`src/rtl/rdm_pkg.sv`:
```
package rdm_pkg;

    typedef enum logic [1:0] {
        ST_IDLE  = 2'd0,
        ST_LEAD  = 2'd1,
        ST_CLOCK = 2'd2,
        ST_TAIL  = 2'd3
    } rdm_state_e;

endpackage

```
`src/rtl/rdm_half_timer.sv`:
```
module rdm_half_timer #(
    parameter int unsigned HALF = 4
) (
    input  logic clk,
    input  logic rst,
    input  logic run,
    output logic tick
);
    localparam int unsigned CW = (HALF > 1) ? $clog2(HALF) : 1;
    localparam logic [CW-1:0] LAST = CW'(HALF - 1);

    logic [CW-1:0] cnt_q;

    assign tick = (cnt_q == LAST);

    always_ff @(posedge clk) begin
        if (rst || !run) begin
            cnt_q <= '0;
        end else if (tick) begin
            cnt_q <= '0;
        end else begin
            cnt_q <= cnt_q + 1'b1;
        end
    end
endmodule

```
`src/rtl/rdm_capture.sv`:
```
module rdm_capture #(
    parameter int unsigned DATA_W = 12,
    parameter int unsigned ZEROS  = 3,
    parameter int unsigned RCW    = 5
) (
    input  logic              clk,
    input  logic              rst,
    input  logic              frame_clr,
    input  logic              edge_en,
    input  logic              edge_rise,
    input  logic [RCW-1:0]    rc_after,
    input  logic              rise_mode,
    input  logic              sdo,
    input  logic              bip,
    output logic              valid,
    output logic [DATA_W-1:0] data,
    output logic              neg
);
    localparam int unsigned NBW = $clog2(DATA_W + 1);
    // rising-edge modes take bit n at rising edge n+1
    localparam logic [RCW-1:0] RISE_LO = RCW'(ZEROS + 1);
    localparam logic [RCW-1:0] RISE_HI = RCW'(ZEROS + DATA_W);
    // falling-edge modes take bit n at the falling edge after rising edge n
    localparam logic [RCW-1:0] FALL_LO = RCW'(ZEROS);
    localparam logic [RCW-1:0] FALL_HI = RCW'(ZEROS + DATA_W - 1);
    localparam logic [NBW-1:0] LAST_BIT = NBW'(DATA_W - 1);

    logic [DATA_W-2:0] sh_q;
    logic [NBW-1:0]    nb_q;
    logic              in_win;
    logic              cap;

    always_comb begin
        if (rise_mode) begin
            in_win = edge_rise && (rc_after >= RISE_LO) && (rc_after <= RISE_HI);
        end else begin
            in_win = !edge_rise && (rc_after >= FALL_LO) && (rc_after <= FALL_HI);
        end
    end

    assign cap = edge_en && in_win;

    always_ff @(posedge clk) begin
        if (rst) begin
            sh_q  <= '0;
            nb_q  <= '0;
            valid <= 1'b0;
            data  <= '0;
            neg   <= 1'b0;
        end else begin
            valid <= 1'b0;
            if (frame_clr) begin
                nb_q <= '0;
            end else if (cap) begin
                sh_q <= {sh_q[DATA_W-3:0], sdo};
                if (nb_q == LAST_BIT) begin
                    nb_q  <= '0;
                    data  <= {sh_q, sdo};
                    neg   <= bip & sh_q[DATA_W-2];
                    valid <= 1'b1;
                end else begin
                    nb_q <= nb_q + 1'b1;
                end
            end
        end
    end
endmodule

```
`src/rtl/sar_readout_master.sv`:
```
module sar_readout_master
    import rdm_pkg::*;
#(
    parameter int unsigned SYS_HZ      = 200_000_000,
    parameter int unsigned SCLK_MAX_HZ = 28_800_000,
    parameter int unsigned HALF_FLOOR  = 1,
    parameter int unsigned DATA_W      = 12,
    parameter int unsigned ZEROS       = 3,
    parameter int unsigned FRAME       = 16
) (
    input  logic              clk,
    input  logic              rst,
    input  logic              start_i,
    input  logic              cont_i,
    input  logic [1:0]        mode_i,
    input  logic              bipolar_i,
    input  logic              adc_sdo_i,
    output logic              cnv_n_o,
    output logic              sclk_o,
    output logic              busy_o,
    output logic              valid_o,
    output logic [DATA_W-1:0] data_o,
    output logic              neg_o
);
    localparam int unsigned HALF_RATE = (SYS_HZ + 2 * SCLK_MAX_HZ - 1) / (2 * SCLK_MAX_HZ);
    localparam int unsigned HALF      = (HALF_RATE > HALF_FLOOR) ? HALF_RATE : HALF_FLOOR;
    localparam int unsigned HPW       = $clog2(2 * FRAME);
    localparam int unsigned RCW       = $clog2(FRAME + 1);
    localparam logic [HPW-1:0] LAST_HP  = HPW'(2 * FRAME - 1);
    localparam logic [RCW-1:0] REL_RISE = RCW'(FRAME - 2);

    rdm_state_e     state_q, state_d;
    logic [HPW-1:0] hp_q;
    logic [RCW-1:0] rise_cnt_q;
    logic [RCW-1:0] rc_after;
    logic [1:0]     mode_q;
    logic           bip_q;
    logic           sclk_q;
    logic           cnv_n_q;
    logic           tick;
    logic           edge_en;
    logic           edge_rise;
    logic           frame_clr;

    rdm_half_timer #(.HALF(HALF)) u_timer (
        .clk  (clk),
        .rst  (rst),
        .run  (state_q != ST_IDLE),
        .tick (tick)
    );

    assign edge_en   = tick && ((state_q == ST_LEAD) ||
                                ((state_q == ST_CLOCK) && (hp_q != LAST_HP)));
    assign edge_rise = ~sclk_q;
    assign rc_after  = rise_cnt_q + {{(RCW-1){1'b0}}, edge_rise};
    assign frame_clr = ((state_q == ST_IDLE) && start_i) ||
                       ((state_q == ST_TAIL) && tick && cont_i);

    // state register
    always_ff @(posedge clk) begin
        if (rst) begin
            state_q <= ST_IDLE;
        end else begin
            state_q <= state_d;
        end
    end

    always_comb begin
        state_d = state_q;
        unique case (state_q)
            ST_IDLE:  if (start_i) state_d = ST_LEAD;
            ST_LEAD:  if (tick) state_d = ST_CLOCK;
            ST_CLOCK: if (tick && (hp_q == LAST_HP)) state_d = ST_TAIL;
            ST_TAIL:  if (tick) state_d = cont_i ? ST_LEAD : ST_IDLE;
            default:  state_d = ST_IDLE;
        endcase
    end

    // outputs and frame registers
    always_ff @(posedge clk) begin
        if (rst) begin
            hp_q       <= '0;
            rise_cnt_q <= '0;
            mode_q     <= 2'b00;
            bip_q      <= 1'b0;
            sclk_q     <= 1'b0;
            cnv_n_q    <= 1'b1;
        end else begin
            unique case (state_q)
                ST_IDLE: begin
                    mode_q     <= mode_i;
                    bip_q      <= bipolar_i;
                    sclk_q     <= mode_i[1];
                    rise_cnt_q <= '0;
                    if (start_i) cnv_n_q <= 1'b0;
                end
                ST_LEAD: begin
                    if (tick) begin
                        hp_q       <= '0;
                        sclk_q     <= ~sclk_q;
                        rise_cnt_q <= rc_after;
                    end
                end
                ST_CLOCK: begin
                    if (tick) begin
                        if (hp_q != LAST_HP) begin
                            hp_q       <= hp_q + 1'b1;
                            sclk_q     <= ~sclk_q;
                            rise_cnt_q <= rc_after;
                            if (cont_i && !edge_rise && (rise_cnt_q == REL_RISE)) begin
                                cnv_n_q <= 1'b1;
                            end
                        end else begin
                            cnv_n_q <= 1'b1;
                        end
                    end
                end
                ST_TAIL: begin
                    if (tick && cont_i) begin
                        cnv_n_q    <= 1'b0;
                        rise_cnt_q <= '0;
                    end
                end
                default: begin
                    cnv_n_q <= 1'b1;
                end
            endcase
        end
    end

    rdm_capture #(.DATA_W(DATA_W), .ZEROS(ZEROS), .RCW(RCW)) u_cap (
        .clk       (clk),
        .rst       (rst),
        .frame_clr (frame_clr),
        .edge_en   (edge_en),
        .edge_rise (edge_rise),
        .rc_after  (rc_after),
        .rise_mode (mode_q[1] == mode_q[0]),
        .sdo       (adc_sdo_i),
        .bip       (bip_q),
        .valid     (valid_o),
        .data      (data_o),
        .neg       (neg_o)
    );

    assign cnv_n_o = cnv_n_q;
    assign sclk_o  = sclk_q;
    assign busy_o  = (state_q != ST_IDLE);
endmodule

```
`config.mk`:
```
export PLATFORM = sky130hd
export DESIGN_NAME = sar_readout_master
export DESIGN_NICKNAME = d
export VERILOG_FILES = /design/src/rtl/rdm_pkg.sv /design/src/rtl/rdm_half_timer.sv /design/src/rtl/rdm_capture.sv /design/src/rtl/sar_readout_master.sv
export SDC_FILE = /design/constraint.sdc
export NUM_CORES = 1
export LEC_CHECK = 0
export BUFFER_PORTS_ARGS = -buffer_cell sky130_fd_sc_hd__buf_2
export CORE_UTILIZATION = 34
export CTS_CLUSTER_SIZE = 14
export DETAILED_ROUTE_END_ITERATION = 7
export GPL_ROUTABILITY_DRIVEN = 1
export PLACE_DENSITY_LB_ADDON = 0.15
export SYNTH_ARGS = -nofsm -noshare
export SYNTH_HDL_FRONTEND = slang
export SYNTH_SLANG_ARGS = --single-unit
```
`constraint.sdc`:
```
create_clock -name clk -period 3.15 [get_ports clk]
set_input_delay 0.945 -clock clk [delete_from_list [all_inputs] [get_ports clk]]
set_output_delay 0.945 -clock clk [all_outputs]
set_load 0.01 [all_outputs]
```
==> flow_summary.yaml <==
min_path:
  min_from: "u_timer.cnt_q[0]$_SDFF_PP0_"
  hold_depth: 1
  whs_endpoint: "u_timer.cnt_q[0]$_SDFF_PP0_"
  hold_class: "register to register"
clock_network:
  postCtsSetupBuffers: 0
  cts_buffers: 5
  cts_tree: "built"
  cts_root_buffer: "clkbuf_8"
  clk_path_buf_depth: 2
  clkTransAtPathRegs_ns: 0.10
  cts_hold_buf: 0
  clock_sinks: 48
  post_cts_resized: 0
  clk_latency_ns: 0.31
  htree_levels: 2
synth:
  yosysSeqAreaShare_pct: 39.0
  synth_ff_type: "dfxtp_1"
  synth_cell_type_count: 52
  yosysWarnings: 0
  syn_area_mm2: 0.00246
  synth_compound_gate_area_share_pct: 18.7
  synth_simple_gate_area_share_pct: 23.4
  synth_area_leaders: "dfxtp_1, mux2i_1, ha_1"
  syn_avg_cell_area_um2: 8.86
  synthTopCellsByCount: "dfxtp_1, a21oi_1, nand2_1, o21ai_0"
  synth_cells: 278
  synthXorXnorAreaFrac_pct: 1.07
  synthMuxAreaShare_pct: 7.72
  synthDominantCellAreaShare_pct: 39.0
  synth_top_area_cell: "dfxtp_1"
  ys_seq_elements: 48
  yosys.area_share.adder_pct: 5.08
  synth_top_family_by_area: "simple AND/OR/NAND/NOR gates"
  yosysMostFrequentCell: "dfxtp_1"
  synth_nets: 296
  synthArstFlopShare_pct: 0
  synth-edff-count: 0
route:
  drtPass1Iterations: 4
  drtIter0Drc: 104
  postRouteAntennaNets: 0
  viasPerCell: 5.10
  wl_per_cell_um: 13.4
  wl_um: 5260
  drcViolationCount: 0
  num_vias: 2001
global_route:
  grtUsageTotal_pct: 15.0
  grt_pass1_vias: 1816
  grt_max_degree: 30
  antenna_found_initial: 0
  grt_pass1_wl_um: 8900
  grt_overflow: 0
layout:
  num-nets-final: 313
  final_util_pct: 39.4
  drive_above_1_share_pct: 13.5
  finalNonFillerCells: 392
  antenna_cells: 0
  area_delta_synth_final_pct: 10.4
timing:
  hold_viol_final: 0
  holdWs_ns: 0.435
  max_freq_ghz: 0.400
  finalCritPeriodShare_pct: 79.4
  finalMaxSlewViolations: 0
  clock_skew_ns: 0.0125
  tns_ns: 0
  worst_pin_slew_ns: 0.812
  period_needed_ns: 2.50
  max-slew-margin-rel_pct: 45.8
  grt_setup_unrepaired: "false"
  finalSetupViolCount: 0
die:
  rows: 30
  start_util_pct: 35.7
  dieArea_mm2: 0.00759
  fp.dieH_um: 87.1
  core_mm2: 0.00691
  ios: 25
  die_x_um: 87.1
placed_design:
  dp.cells: 384
  placement.io_buffers: 24
  dpl.hpwl_um: 3810
  place.gp.congestion: 0.729
setup_path:
  critPathCaptureType: "register"
  r2r-end: "u_cap.data[6]$_SDFFE_PP0P_"
  rr_startpoint: "sclk_o$_SDFFE_PP0P_"
  cp.required_ns: 3.39
  arrival_ns: 2.74
  cp-start-kind: "register"
  worstPathMaxFanout: 13
  reg2reg_depth: 8
  crit_type: "register to register"
  rrSetupSlack_ns: 0.65
run:
  maxCapViolations: 0
run_status:
  status: "finished, final reports clean"
power:
  power_density_mw_per_mm2: 657
  peakVddDrop_mv: 0.261
  leakagePower_nw: 1.04
## critical path: stages, from the launching register on
cell and delay (ns):
dfxtp_1 0.42, inv_1 0.07, ha_1 0.27, ha_1 0.29
nor3_1 0.20, a41oi_2 0.11, o2111ai_1 0.73, o21ai_0 0.17
a21oi_1 0.18
## final cells by class
class,count,area (um2)
Clock buffer,6,82.6
Clock inverter,2,13.8
Fill cell,739,4190
Inverter,7,26.3
Multi-Input combinational cell,207,1380
Sequential cell,48,961
Tap cell,96,120
Timing Repair Buffer,26,135
## worst max-delay path by stage
stage                     cells past startpoint                          end           startpoint
after global placement                        6   u_cap.data[6]$_SDFFE_PP0P_               cont_i
after detailed placement                      8   u_cap.data[6]$_SDFFE_PP0P_  sclk_o$_SDFFE_PP0P_
after floorplan                               9  u_cap.sh_q[10]$_SDFFE_PP0P_  sclk_o$_SDFFE_PP0P_
after global routing                          8   u_cap.data[3]$_SDFFE_PP0P_  sclk_o$_SDFFE_PP0P_
final                                         8   u_cap.data[6]$_SDFFE_PP0P_  sclk_o$_SDFFE_PP0P_
after CTS                                     8   u_cap.data[6]$_SDFFE_PP0P_  sclk_o$_SDFFE_PP0P_
## per-layer routing
metal | global-route usage (%) | share of wire [%] | vias to the layer above
li1 | - | - | 1034
met1 | 22.0 | 52 | 933
met2 | 22.1 | 44 | 29
met3 | 2.94 | 3.0 | 5
met4 | 4.62 | 0.99 | 0
met5 | 0 | 0 | -
## sequential cells by signal, indices dropped and copies added (netlist names)
name / flops
hp_q: 5
cnv_n_o: 1
sclk_o: 1
u_cap.valid: 1
u_cap.sh_q: 11
u_cap.neg: 1
bip_q: 1
mode_q: 2
state_q: 2
u_cap.data: 12
u_cap.nb_q: 4
rise_cnt_q: 5
u_timer.cnt_q: 2
## placed cells by master, fill, tap and decap left out, types with 2 or more instances in the layout
| cell | Yosys | routed |
|---|---|---|
| buf_2 | 1 | 24 |
| inv_1 | 7 | 7 |
| dfxtp_1 | 48 | 48 |
| nand2_1 | 23 | 23 |
| a21oi_1 | 23 | 23 |
| nor3_1 | 3 | 3 |
| or3_1 | 4 | 4 |
| a22oi_1 | 2 | 2 |
| o21ai_0 | 22 | 22 |
| and2_1 | 3 | 3 |
| a21o_1 | 2 | 2 |
| nand3b_1 | 4 | 4 |
| nand4_1 | 3 | 3 |
| buf_4 | 5 | 2 |
| nor2_1 | 15 | 15 |
| xor2_1 | 2 | 2 |
| o21bai_1 | 2 | 2 |
| nand3_1 | 19 | 19 |
| nor2b_1 | 5 | 5 |
| ha_1 | 10 | 10 |
| nand4b_1 | 2 | 2 |
| nand2b_1 | 17 | 17 |
| mux2i_1 | 19 | 19 |
| clkbuf_8 | 0 | 6 |
## per-stage QoR
step / total power [W] / setup WS, ns / area [um2]
floorplan: 0.00123 / 0.955 / 2460
global placement: 0.00141 / 0.703 / 2620
detailed placement: 0.00140 / 0.662 / 2620
CTS: 0.00180 / 0.643 / 2720
global route: 0.00193 / 0.299 / 2720
finish: 0.00179 / 0.650 / 2720
## report_power, final
part,internal [W],switching (W)
clock network,0.000180,0.000217
logic,0.000269,0.000422
registers,0.000656,0.0000428
total,0.00110,0.000681
## cell families after synthesis
| family | after synthesis |
|---|---|
| AOI/OAI and AO/OA | 69 |
| muxes | 19 |
| DFF | 48 |
| and+or+nand+nor | 106 |
| adders and majority gates | 10 |
| xor gates and xnor gates | 3 |
| buffers and inverters | 23 |
Power figures use the tool's default switching activity.
